## src/rtl/irq_arb_pkg.sv

```systemverilog
package irq_arb_pkg;

    localparam int LVL_W = 3;

    typedef logic [LVL_W-1:0] lvl_t;

    // One contender: whether it is asking, and how urgently.
    typedef struct packed {
        logic hit;
        lvl_t lvl;
    } cand_t;

    // True when c should replace the running best. Strictly-greater keeps
    // the earlier (lower index) contender on a tie.
    function automatic logic outranks(cand_t c, cand_t best);
        return c.hit && (!best.hit || (c.lvl > best.lvl));
    endfunction

    function automatic logic preempts(cand_t best, lvl_t cpu);
        return best.hit && (best.lvl > cpu);
    endfunction

endpackage

```

## src/rtl/irq_req_gate.sv

```systemverilog
module irq_req_gate
    import irq_arb_pkg::*;
#(
    parameter int NUM_DEV = 8
) (
    input  logic [NUM_DEV-1:0]       ready,
    input  logic [NUM_DEV-1:0]       ien,
    input  logic [NUM_DEV*LVL_W-1:0] level_flat,
    output cand_t                    cand [NUM_DEV]
);

    for (genvar g = 0; g < NUM_DEV; g++) begin : g_dev
        assign cand[g] = '{hit: ready[g] & ien[g],
                           lvl: level_flat[g*LVL_W +: LVL_W]};
    end

endmodule

```

## src/rtl/irq_prio_pick.sv

```systemverilog
module irq_prio_pick
    import irq_arb_pkg::*;
#(
    parameter int NUM_DEV = 8,
    parameter int IDX_W   = 3
) (
    input  cand_t              cand [NUM_DEV],
    output cand_t              best,
    output logic [IDX_W-1:0]   best_idx
);

    always_comb begin
        best     = '0;
        best_idx = '0;
        for (int i = 0; i < NUM_DEV; i++) begin
            if (outranks(cand[i], best)) begin
                best     = cand[i];
                best_idx = IDX_W'(i);
            end
        end
    end

endmodule

```

## src/rtl/irq_out_reg.sv

```systemverilog
module irq_out_reg
    import irq_arb_pkg::*;
#(
    parameter int IDX_W = 3
) (
    input  logic             clk,
    input  logic             rst,
    input  logic             boundary,
    input  cand_t            best,
    input  logic [IDX_W-1:0] best_idx,
    input  lvl_t             cpu_level,
    output logic             irq,
    output logic [IDX_W-1:0] irq_dev,
    output lvl_t             irq_level
);

    always_ff @(posedge clk) begin
        if (rst) begin
            irq       <= 1'b0;
            irq_dev   <= '0;
            irq_level <= '0;
        end else if (boundary) begin
            irq       <= preempts(best, cpu_level);
            irq_dev   <= best_idx;
            irq_level <= best.hit ? best.lvl : '0;
        end
    end

endmodule

```

## src/rtl/irq_prio_arbiter.sv

```systemverilog
module irq_prio_arbiter
    import irq_arb_pkg::*;
#(
    parameter int NUM_DEV = 8,
    localparam int IDX_W  = (NUM_DEV > 1) ? $clog2(NUM_DEV) : 1
) (
    input  logic                     clk,
    input  logic                     rst,
    input  logic [NUM_DEV-1:0]       dev_ready,
    input  logic [NUM_DEV-1:0]       dev_ien,
    input  logic [NUM_DEV*LVL_W-1:0] dev_level,
    input  logic [LVL_W-1:0]         cpu_level,
    input  logic                     boundary,
    output logic                     irq,
    output logic [IDX_W-1:0]         irq_dev,
    output logic [LVL_W-1:0]         irq_level
);

    cand_t            cand [NUM_DEV];
    cand_t            best;
    logic [IDX_W-1:0] best_idx;

    irq_req_gate #(.NUM_DEV(NUM_DEV)) u_gate (
        .ready      (dev_ready),
        .ien        (dev_ien),
        .level_flat (dev_level),
        .cand       (cand)
    );

    irq_prio_pick #(.NUM_DEV(NUM_DEV), .IDX_W(IDX_W)) u_pick (
        .cand     (cand),
        .best     (best),
        .best_idx (best_idx)
    );

    irq_out_reg #(.IDX_W(IDX_W)) u_out (
        .clk       (clk),
        .rst       (rst),
        .boundary  (boundary),
        .best      (best),
        .best_idx  (best_idx),
        .cpu_level (cpu_level),
        .irq       (irq),
        .irq_dev   (irq_dev),
        .irq_level (irq_level)
    );

endmodule

```

## config.mk

```make
export PLATFORM = sky130hd
export DESIGN_NAME = irq_prio_arbiter
export DESIGN_NICKNAME = d
export VERILOG_FILES = /design/src/rtl/irq_arb_pkg.sv /design/src/rtl/irq_req_gate.sv /design/src/rtl/irq_prio_pick.sv /design/src/rtl/irq_out_reg.sv /design/src/rtl/irq_prio_arbiter.sv
export SDC_FILE = /design/constraint.sdc
export NUM_CORES = 1
export LEC_CHECK = 0
export BUFFER_PORTS_ARGS = -buffer_cell sky130_fd_sc_hd__clkbuf_2
export CORE_UTILIZATION = 35
export CTS_CLUSTER_DIAMETER = 200
export CTS_CLUSTER_SIZE = 20
export DETAILED_ROUTE_END_ITERATION = 6
export SYNTH_ARGS = -nofsm -noshare
export SYNTH_HDL_FRONTEND = slang
export SYNTH_SLANG_ARGS = --single-unit
```

## constraint.sdc

```tcl
create_clock -name clk -period 16.4 [get_ports clk]
set_clock_uncertainty 0.2 [all_clocks]
set_input_delay 0.82 -clock clk [delete_from_list [all_inputs] [get_ports clk]]
set_output_delay 0.82 -clock clk [all_outputs]
set_load 0.02 [all_outputs]
```

## Word level (Yosys, flattened, before mapping)

Cells that the tools add are included.

- Bits in registers: 7
- Input bits: 46
- Word-level logic and storage cells: 57

- Magnitude comparators: 8
- Muxes and demuxes: 16
- Bitwise logic cells: 8
- Reduce and logical (&&, ||, !) cells: 22

Operator list:

| kind | number |
|---|---|
| 4-bit 2-to-1 mux | 8 |
| 3-bit greater-than comparator | 8 |
| 3-bit 2-to-1 mux | 5 |
| 1-bit bitwise AND | 8 |
| 1-bit logical AND | 8 |
| 1-bit zero test | 7 |
| 1-bit logical OR | 7 |
| 2-bit 2-to-1 mux | 2 |
| 1-bit 2-to-1 mux | 1 |

## Depth between registers and ports, before layout

Gate-level depths: netlist of the first run.

- Word-level depth: 32
- Depth in mapped cells: 54

## Modules after synthesis

A second synthesis of the first run with hierarchy kept.

- Cells, all modules: 215
- Area total of the unflattened synthesis: 1639.1 µm²

Modules (own cells, without submodules):

| module | instances | cells an instance | area each (µm²) | seq. area each (µm²) |
|---|---|---|---|---|
| irq_prio_pick | 1 | 146 | 1063.5 | 0.0 |
| irq_out_reg | 1 | 37 | 345.3 | 140.1 |
| irq_req_gate | 1 | 32 | 230.2 | 0.0 |

## Worst setup path after synthesis of the first run

No wires, ideal clock.

- Path type: input -> register
- From: input port dev_ready[0]
- To: register u_out.irq
- Library setup time: 0.064 ns
- Arrival: 9.584 ns
- Data required time: 16.136 ns
- Path slack: 6.552 ns
- Cell stages on the path: 52
- Buffers on the path: 2
- Cell sequence: nand3_1 ha_1 and3b_1 o21a_1 o211a_1 nor2_1 ha_1 a21oi_1 a32o_1 a21oi_1 o31ai_1 ha_1 a32oi_1 nor2_1 nor2_1 o21ai_0 inv_1 ha_1 (+16 left out) a22oi_2 buf_6 and3_1 a22oi_1 ha_1 nand3_1 o21ai_0 o21ai_0 nand3_1 a31o_1 or2_2 ha_1 inv_1 a21o_1 a21oi_1 a311oi_1 a21oi_1 nor2_1

- Longest elaborated chain between the ends: 32

RTL lines:

| what | RTL line | RTL |
|---|---|---|
| from (decl) | irq_prio_arbiter.sv:9 | `input logic [NUM_DEV-1:0] dev_ready,` |
| 1-bit bitwise AND * | irq_req_gate.sv:13 | `assign cand[g] = '{hit: ready[g] & ien[g],` |
| 4-bit 2-to-1 mux * | irq_prio_pick.sv:16 | `if (outranks(cand[i], best)) begin` |
| 3-bit greater-than comparator / 1-bit zero test (equally long branches) | irq_arb_pkg.sv:16 | `return c.hit && (!best.hit \|\| (c.lvl > best.lvl));` |
| 1-bit logical OR | irq_arb_pkg.sv:16 |  |
| 1-bit logical AND | irq_arb_pkg.sv:16 |  |
| 4-bit 2-to-1 mux * | irq_prio_pick.sv:16 |  |
| 3-bit greater-than comparator / 1-bit zero test (equally long branches) | irq_arb_pkg.sv:16 |  |
| 1-bit logical OR | irq_arb_pkg.sv:16 |  |
| (+16 left out) | n/a |  |
| 1-bit logical AND | irq_arb_pkg.sv:16 |  |
| 4-bit 2-to-1 mux * | irq_prio_pick.sv:16 |  |
| 3-bit greater-than comparator / 1-bit zero test (equally long branches) | irq_arb_pkg.sv:16 |  |
| 1-bit logical OR | irq_arb_pkg.sv:16 |  |
| 1-bit logical AND | irq_arb_pkg.sv:16 |  |
| 4-bit 2-to-1 mux * | irq_prio_pick.sv:16 |  |
| 3-bit greater-than comparator | irq_arb_pkg.sv:20 | `return best.hit && (best.lvl > cpu);` |
| 1-bit logical AND * | irq_arb_pkg.sv:20 |  |
| to (signal assigned) | irq_out_reg.sv:23 | `irq <= preempts(best, cpu_level);` |
| to (decl) | irq_out_reg.sv:12 | `output logic irq,` |

Mark *: on every way between the ends. The rest lies on a longest branch, timed or not.
A chain may end at the register's enable or synchronous reset.

## Worst setup path after layout of the first run

Ends and elaborated chain as after synthesis.

==> flow_metrics.py, run 1 <==
metrics = {
    "drt": {
        "drt_iter0_markers": 73,
        "dr_total_vias": 1723,
        "wire_per_inst_um": 12.6,
        "drt-vias-per-instance": 5.54,
        "ant_nets": 0,
        "route.detailed.drc": 0,
        "drt-pass1-iter-count": 4,
        "wl_mm": 3.93,
    },
    "synth": {
        "ys_types": 43,
        "synth-edff-count": 0,
        "synthArstFlopShare_pct": 0,
        "synth_warnings": 0,
        "synthTopCellsByArea": "ha_1 20%, dfxtp_1 9.3%, o21ai_0 6.0%, nand2_1 5.0%, a21oi_1 4.6%",
        "syn_inst": 209,
        "synth_most_common_cell": "ha_1",
        "synth_seq_cells": 7,
        "ys_seq_area_share_pct": 9.26,
        "syn_area_sq_mm": 0.00151,
        "synth_fp_nets": 279,
        "syn_area_per_cell_sq_um": 7.24,
        "synthFlopType": "dfxtp_1",
        "yosys.area.top_type": "ha_1",
        "synth_top_area_share_pct": 19.9,
        "synthTopCellsByCount": "24 x ha_1, 20 x nand2_1, 18 x o21ai_0",
    },
    "worst_setup_path": {
        "cpMostUsedCell": "ha_1",
        "r2r_cells": 2,
        "r2r_start": "u_out.irq_dev[2]",
        "reg2reg_to": "u_out.irq_dev[2]",
        "rrSetupSlack_ns": 15.48,
        "critPathBufInv": 4,
        "startpoint": "dev_ready[0]",
        "crit_family": "compound AO/OA/AOI/OAI gates",
        "crit_slowest_cell": "a22oi_1",
        "cp.depth": 51,
        "crit_required_ns": 16.31,
        "crit_type": "input port to register",
        "startpoint_type": "input port",
        "slowest_delay_ns": 0.74,
        "critPathCaptureType": "register",
        "cp_max_fo": 13,
        "crit_path_end": "u_out.irq",
        "worstPathArrival_ns": 11.59,
    },
    "finish": {
        "num_antenna_cells": 0,
        "drive_gt1_share_pct": 26.1,
        "nets": 332,
        "register_area_sq_um": 140,
        "area_growth_pct": 22.8,
        "fin_cells": 311,
        "n_fill_cell": 456,
        "finalCoreUtilization_pct": 45.5,
        "multiInputGateArea_sq_mm": 0.00129,
    },
    "power_and_ir_drop": {
        "p_seq_share_pct": 15.6,
        "p_sw_w": 0.0000597,
        "vdd_drop_max_uv": 81.9,
        "leakage_nw": 0.924,
        "comb_power_share_pct": 67.0,
        "p_per_area_mw_per_mm2": 72.4,
        "p_sw_share_pct": 44.4,
        "p_clk_share_pct": 17.3,
        "intPower_w": 0.0000748,
    },
    "die": {
        "core_sq_mm": 0.00409,
        "fp.dieH_um": 67.7,
        "initial_core_util_pct": 37.0,
        "io_pins": 53,
        "row_count": 23,
        "die-area_sq_mm": 0.00459,
        "die_w_um": 67.7,
    },
    "cts": {
        "clockBufferDepth": 2,
        "numCtsBuffers": 3,
        "cts.repair.resized": 0,
        "cts_setup_buffers": 0,
        "clk_pin_slew_ns": 0.04,
        "cts_max_level": 1,
        "cts_tree": "yes",
        "numClockSinks": 7,
        "holdBufCountCts": 0,
        "cts_root_buffer": "clkbuf_8",
        "clk_latency_ns": 0.22,
    },
    "grt": {
        "grt_pass1_wl_mm": 6.49,
        "grt_max_degree": 14,
        "grt_pass1_vias": 1585,
        "grt_util_all_layers_pct": 18.0,
        "grt_overflow": 0,
        "antenna_found_initial": 0,
    },
    "placed_design": {
        "place_inst": 307,
        "gp_congestion": 0.821,
        "port_buffers": 52,
        "hpwlAfterDp_mm": 3.44,
    },
    "timing": {
        "relSlewSlack_pct": 38.1,
        "min_period_ns": 11.69,
        "post-route-period-util_pct": 71.3,
        "rsz0062_at_grt": "no",
        "fin_setup_tns_ns": 0,
        "finalMaxSlewViolations": 0,
        "finalHoldViolations": 0,
        "tightest_slew_ns": 0.929,
        "setup_viol": 0,
        "max_freq_mhz": 85.6,
    },
    "worst_hold_path": {
        "hold_class": "register to register",
        "holdPathStages": 2,
    },
    "status": {
        "status": "complete, no violations",
    },
    "job": {
        "drv_cap": 0,
    },
}
[final cells by class]
type | instances | share of cell area [%]
tap | 50 | 3.37
clock buffer | 4 | 2.42
timing repair buffer | 52 | 14.0
multi-input combinational | 181 | 69.2
inverter | 17 | 3.43
sequential | 7 | 7.54
[per-stage QoR]
step	total power (W)	instance area [sq um]	hold WS, ns	worst slack, ns
floorplan	0.0000882	1510	0.350	6.55
global placement	0.000111	1810	0.284	4.50
detailed placement	0.000111	1810	0.286	4.53
CTS	0.000136	1860	0.291	4.76
global route	0.000150	1860	0.305	3.65
finish	0.000135	1860	0.286	4.71
[registers in the layout, summed over array words and instances (netlist names)]
signal / count
u_out.irq_level: 3
u_out.irq_dev: 3
u_out.irq: 1
[worst min-delay path by stage]
stage                          to  slack [ns]                from
5_1_grt        u_out.irq_level[2]        0.30  u_out.irq_level[2]
4_1_cts        u_out.irq_level[2]        0.29  u_out.irq_level[2]
3_5_place_dp   u_out.irq_level[2]        0.29  u_out.irq_level[2]
2_1_floorplan    u_out.irq_dev[2]        0.35    u_out.irq_dev[2]
6_report                u_out.irq        0.29           u_out.irq
3_3_place_gp            u_out.irq        0.28           u_out.irq
[cells in the final DEF (no fill, tap or decap), drive strengths merged, types with 3 or more instances in the layout]
cell / Yosys / layout
and2: 4 / 4
dfxtp: 7 / 7
a211oi: 3 / 3
or2: 4 / 4
o21bai: 3 / 3
a21o: 3 / 3
a31oi: 5 / 5
inv: 17 / 17
nor3: 4 / 4
nand3: 9 / 9
o31ai: 3 / 3
nand3b: 4 / 4
a22oi: 4 / 4
o32ai: 3 / 3
clkbuf: 3 / 56
ha: 24 / 24
a31o: 3 / 3
o21ai: 18 / 18
nand2: 20 / 20
o311ai: 3 / 3
nor2: 17 / 17
nand2b: 5 / 5
a21oi: 14 / 14
and3: 4 / 4
o211ai: 6 / 6
[cells by family (layout without fill, tap and decap cells)]
logic type / after synthesis / count (layout) / synth area share [%]
buffers and inverters: 21 / 73 / 5.71
AOI/OAI and AO/OA: 84 / 84 / 40.4
and+or+nand+nor: 73 / 73 / 24.8
adders and majority gates: 24 / 24 / 19.9
DFF: 7 / 7 / 9.26
[layer usage]
layer	vias up	wire, um	GRT usage, %
met2	48	1710	30.9
li1	909	-	-
met1	762	2030	23.8
met4	0	26	3.72
met3	4	166	1.86
met5	-	0	0
[power groups by stage]
stage | logic (W) | registers [W] | clock network (W)
6_report | 0.0000902 | 0.0000210 | 0.0000233
5_1_grt | 0.000103 | 0.0000212 | 0.0000256
2_1_floorplan | 0.0000639 | 0.0000244 | 0
3_3_place_gp | 0.0000901 | 0.0000213 | 0
3_5_place_dp | 0.0000901 | 0.0000213 | 0
4_1_cts | 0.0000907 | 0.0000210 | 0.0000245
[tightest hold or removal path, delay by kind of cell (launching register included)]
kind / cells / cell delay (ns)
AOI/OAI and AO/OA: 1 / 0.06
DFF: 1 / 0.32
and+or+nand+nor: 1 / 0.07
Note: power is estimated with default switching activity, not from simulation.
==> run 2: changes to the inputs <==
==> constraint.sdc (replaced) <==
create_clock -name clk -period 11.55 [get_ports clk]
set_clock_uncertainty 0.2 [all_clocks]
set_input_delay 0.5775 -clock clk [delete_from_list [all_inputs] [get_ports clk]]
set_output_delay 0.5775 -clock clk [all_outputs]
set_load 0.02 [all_outputs]
==> flow_metrics.py, run 2 (synthesis results as in run 1) <==
metrics = {
    "worst_setup_path": {
        "cpMostUsedCell": "ha_1",
        "cp_max_fo": 13,
        "cp.depth": 53,
        "crit_required_ns": 11.46,
        "crit_slowest_cell": "o31ai_2",
        "crit_type": "input port to register",
        "worstPathArrival_ns": 10.46,
        "slowest_delay_ns": 0.39,
        "rrSetupSlack_ns": 10.62,
        "startpoint_type": "input port",
        "critPathCaptureType": "register",
        "r2r_cells": 2,
        "reg2reg_to": "u_out.irq_dev[2]",
        "critPathBufInv": 7,
        "crit_family": "compound AO/OA/AOI/OAI gates",
        "r2r_start": "u_out.irq_dev[2]",
    },
    "die": {
        "initial_core_util_pct": 37.0,
        "core_sq_mm": 0.00409,
        "fp.dieH_um": 67.7,
        "io_pins": 53,
        "row_count": 23,
        "die-area_sq_mm": 0.00459,
        "die_w_um": 67.7,
    },
    "cts": {
        "holdBufCountCts": 0,
        "clk_latency_ns": 0.22,
        "numClockSinks": 7,
        "numCtsBuffers": 3,
        "cts_root_buffer": "clkbuf_8",
        "cts_tree": "yes",
        "cts_max_level": 1,
        "clockBufferDepth": 2,
        "clk_pin_slew_ns": 0.04,
    },
    "finish": {
        "nets": 335,
        "n_fill_cell": 442,
        "final_common_cell": "clkbuf_2",
        "num_antenna_cells": 0,
        "largestRegisters": "u_out.irq_dev: 3 flops, u_out.irq_level: 3 flops, u_out.irq: 1 flops",
        "multiInputGateArea_sq_mm": 0.00130,
        "finalCoreUtilization_pct": 46.3,
        "drive_gt1_share_pct": 28.0,
        "area_growth_pct": 25.1,
        "mostFrequentLayoutCells": "52 x clkbuf_2, 24 x ha_1, 20 x nand2_1",
        "register_area_sq_um": 140,
    },
    "drt": {
        "ant_nets": 0,
        "wl_mm": 4.10,
        "drt_iter0_markers": 102,
        "drt-vias-per-instance": 5.53,
        "drt-pass1-iter-count": 4,
        "dr_total_vias": 1737,
        "route.detailed.drc": 0,
        "wire_per_inst_um": 13.1,
    },
    "timing": {
        "hold_slack_ns": 0.291,
        "rsz0062_at_grt": "no",
        "finalMaxSlewViolations": 0,
        "tightest_slew_ns": 1.05,
        "min_period_ns": 10.55,
        "worst_slack_ns": 1.00,
        "relSlewSlack_pct": 30.0,
        "finalHoldViolations": 0,
        "post-route-period-util_pct": 91.3,
        "setup_viol": 0,
        "fin_setup_tns_ns": 0,
        "max_freq_mhz": 94.8,
    },
    "power_and_ir_drop": {
        "p_sw_share_pct": 44.5,
        "p_seq_share_pct": 15.3,
        "intPower_w": 0.000109,
        "vdd_drop_max_uv": 73.4,
        "p_clk_share_pct": 17.4,
        "comb_power_share_pct": 67.2,
        "p_per_area_mw_per_mm2": 104,
        "p_sw_w": 0.0000877,
        "total_power_w": 0.000197,
        "leakage_nw": 0.940,
    },
    "placed_design": {
        "dp_slack_ns": 0.493,
        "gp_congestion": 0.834,
        "hpwlAfterDp_mm": 3.47,
        "port_buffers": 52,
    },
    "grt": {
        "grt_pass1_wl_mm": 6.75,
        "grt_pass1_vias": 1542,
        "antenna_found_initial": 0,
        "grt_max_degree": 14,
        "grt_overflow": 0,
        "grt_util_all_layers_pct": 19.2,
    },
    "worst_hold_path": {
        "hold_class": "register to register",
        "holdPathStages": 2,
        "holdPathEnd": "u_out.irq_level[2]",
        "hp-start": "u_out.irq_level[2]",
    },
    "status": {
        "status": "complete, no violations",
    },
    "job": {
        "drv_cap": 0,
    },
}
-- run 2: cell types whose count changed in the layout (fill, tap and decap cells not counted) --
cell	previous run	this run
buf_4	0	3
nor2_1	17	16
nor2_2	0	1
o21ai_0	18	17
o21ai_1	0	1
o31ai_1	3	1
o31ai_2	0	2
-- run 2: power by group through the flow --
stage | combinational (W) | clock, W | sequential (W)
after floorplan | 0.0000907 | 0 | 0.0000346
after global placement | 0.000130 | 0 | 0.0000303
after detailed placement | 0.000130 | 0 | 0.0000305
after CTS | 0.000131 | 0.0000352 | 0.0000301
after global routing | 0.000151 | 0.0000375 | 0.0000306
final | 0.000132 | 0.0000344 | 0.0000302
-- run 2: final cells by class --
class,instances,share of cell area (%)
inverters,17,3.37
well taps,50,3.30
clock buffers,4,2.38
multi-input cells,181,68.6
repair buffers,55,14.9
flip-flops and latches,7,7.40
-- run 2: stage by stage --
stage,instance area (sq um),instances
final,1890,314
after global routing,1890,314
after CTS,1870,313
after detailed placement,1830,309
after global placement,1830,309
after floorplan,1510,209
-- run 2: worst max-delay path by stage --
stage | slack [ns] | startpoint | to
after floorplan | 1.94 | dev_ready[0] | u_out.irq
after global placement | 0.43 | dev_ready[0] | u_out.irq
after detailed placement | 0.49 | dev_ready[0] | u_out.irq
after CTS | 0.66 | dev_ready[0] | u_out.irq
after global routing | 0.02 | dev_ready[0] | u_out.irq
final | 1.00 | dev_ien[0] | u_out.irq
-- run 2: tightest hold or removal path: stages (launching register included) --
cell	delay (ns)
dfxtp_1	0.30
nand2_1	0.07
o32ai_2	0.07
-- run 2: layer usage --
| layer | wire, um | share of wire (%) | up-vias | global-route usage [%] |
|---|---|---|---|---|
| li1 | - | - | 919 | - |
| met1 | 2050 | 50 | 768 | 26.2 |
| met2 | 1830 | 45 | 46 | 31.7 |
| met3 | 178 | 4.3 | 4 | 2.36 |
| met4 | 40 | 0.97 | 0 | 3.99 |
| met5 | 0 | 0 | - | 0 |
-- run 2: what timing repair did --
item	in CTS	in global routing
setup buffers	0	1
setup endpoints to repair	0	1
resized for setup	0	4
==> run 3: changes to the inputs <==
--- a/config.mk
+++ b/config.mk
@@ -10,6 +10,7 @@
 export CTS_CLUSTER_DIAMETER = 200
 export CTS_CLUSTER_SIZE = 20
 export DETAILED_ROUTE_END_ITERATION = 6
+export PLACE_DENSITY = 0.67
 export SYNTH_ARGS = -nofsm -noshare
 export SYNTH_HDL_FRONTEND = slang
 export SYNTH_SLANG_ARGS = --single-unit
==> flow_metrics.py, run 3 (synthesis results as in run 1) <==
metrics = {
    "finish": {
        "finalCoreUtilization_pct": 46.4,
        "final_common_cell": "clkbuf_2",
        "largestRegisters": "u_out.irq_dev: 3 flops, u_out.irq_level: 3 flops, u_out.irq: 1 flops",
        "drive_gt1_share_pct": 28.0,
        "area_growth_pct": 25.2,
        "nets": 335,
        "mostFrequentLayoutCells": "52 x clkbuf_2, 24 x ha_1, 20 x nand2_1",
        "num_antenna_cells": 0,
        "n_fill_cell": 440,
    },
    "timing": {
        "min_period_ns": 10.54,
        "tightest_slew_ns": 1.02,
        "finalMaxSlewViolations": 0,
        "max_freq_mhz": 94.8,
        "hold_slack_ns": 0.291,
        "relSlewSlack_pct": 31.7,
        "fin_setup_tns_ns": 0,
        "rsz0062_at_grt": "no",
        "finalHoldViolations": 0,
        "post-route-period-util_pct": 91.3,
        "setup_viol": 0,
    },
    "power_and_ir_drop": {
        "vdd_drop_max_uv": 94.9,
        "p_per_area_mw_per_mm2": 104,
        "leakage_nw": 0.939,
    },
    "die": {
        "die-area_sq_mm": 0.00459,
        "die_w_um": 67.7,
        "io_pins": 53,
        "fp.dieH_um": 67.7,
        "row_count": 23,
        "initial_core_util_pct": 37.0,
        "core_sq_mm": 0.00409,
    },
    "drt": {
        "drt-pass1-iter-count": 5,
        "ant_nets": 0,
        "dr_total_vias": 1760,
        "drt-vias-per-instance": 5.61,
        "route.detailed.drc": 0,
        "wl_mm": 4.12,
        "wire_per_inst_um": 13.1,
        "drt_iter0_markers": 107,
    },
    "cts": {
        "numCtsBuffers": 3,
        "clk_pin_slew_ns": 0.04,
        "cts_root_buffer": "clkbuf_8",
        "cts_tree": "yes",
        "numClockSinks": 7,
        "clockBufferDepth": 2,
        "clk_latency_ns": 0.23,
        "cts_max_level": 1,
    },
    "worst_setup_path": {
        "critPathCaptureType": "register",
        "startpoint_type": "input port",
        "crit_slowest_cell": "a2111oi_1",
        "crit_type": "input port to register",
        "cpMostUsedCell": "ha_1",
        "worstPathArrival_ns": 10.46,
        "crit_required_ns": 11.46,
        "slowest_delay_ns": 0.47,
        "cp_max_fo": 13,
    },
    "grt": {
        "grt_pass1_vias": 1547,
        "grt_util_all_layers_pct": 18.3,
        "grt_pass1_wl_mm": 6.49,
        "antenna_found_initial": 0,
        "grt_max_degree": 14,
        "grt_overflow": 0,
    },
    "placed_design": {
        "gp_congestion": 0.899,
        "hpwlAfterDp_mm": 3.46,
        "port_buffers": 52,
    },
    "status": {
        "status": "complete, no violations",
    },
    "job": {
        "drv_cap": 0,
    },
    "worst_hold_path": {
        "hold_class": "register to register",
    },
}
[run 3: critical path: cells and delay by family]
kind | cells | cell delay, ns
AOI/OAI and AO/OA | 24 | 5.01
buffers and inverters | 6 | 0.72
adders and majority gates | 8 | 2.28
and+or+nand+nor | 15 | 1.83
[run 3: layer usage]
metal	up-vias	track usage (%)	wire, um
met3	11	1.35	254
met5	-	0	0
met4	0	5.32	60
li1	917	-	-
met1	757	24.2	2040
met2	75	31.1	1770
[run 3: area by class of cell]
class | count | area (sq um) | area share [%]
clock buffers | 4 | 45.0 | 2.38
flip-flops and latches | 7 | 140 | 7.40
well taps | 50 | 62.6 | 3.30
inverters | 17 | 63.8 | 3.37
multi-input cells | 181 | 1300 | 68.6
repair buffers | 55 | 283 | 14.9
[run 3: final timing paths]
check,start,endpoint,slack (ns),cells after the start
worst max-delay path,dev_ready[0],u_out.irq,1.01,53
worst min-delay path,u_out.irq_level[2],u_out.irq_level[2],0.29,2
worst max register to register,u_out.irq_dev[2],u_out.irq_dev[2],10.59,2
worst min register to register,u_out.irq_level[2],u_out.irq_level[2],0.29,2
[run 3: power by group]
group          total (W)  internal [W]  switching [W]
Sequential     0.0000300     0.0000280     0.00000199
Clock          0.0000342     0.0000239      0.0000104
Combinational   0.000133     0.0000571      0.0000760
[run 3: timing repair]
item                                    4_1_cts  5_1_grt
buffers inserted                              0        2
endpoints found under the setup margin        0        1
hold buffers                                  0        0
gates resized for setup                       0        5
[run 3: per-stage QoR]
stage          cell area (sq um)  std cells  setup slack, ns  power [W]
3_5_place_dp                1820        308            0.413   0.000159
4_1_cts                     1870        312            0.621   0.000195
5_1_grt                     1890        314            0.129   0.000216
2_1_floorplan               1510        209             1.94   0.000125
3_3_place_gp                1820        308            0.578   0.000158
6_report                    1890        314             1.01   0.000197
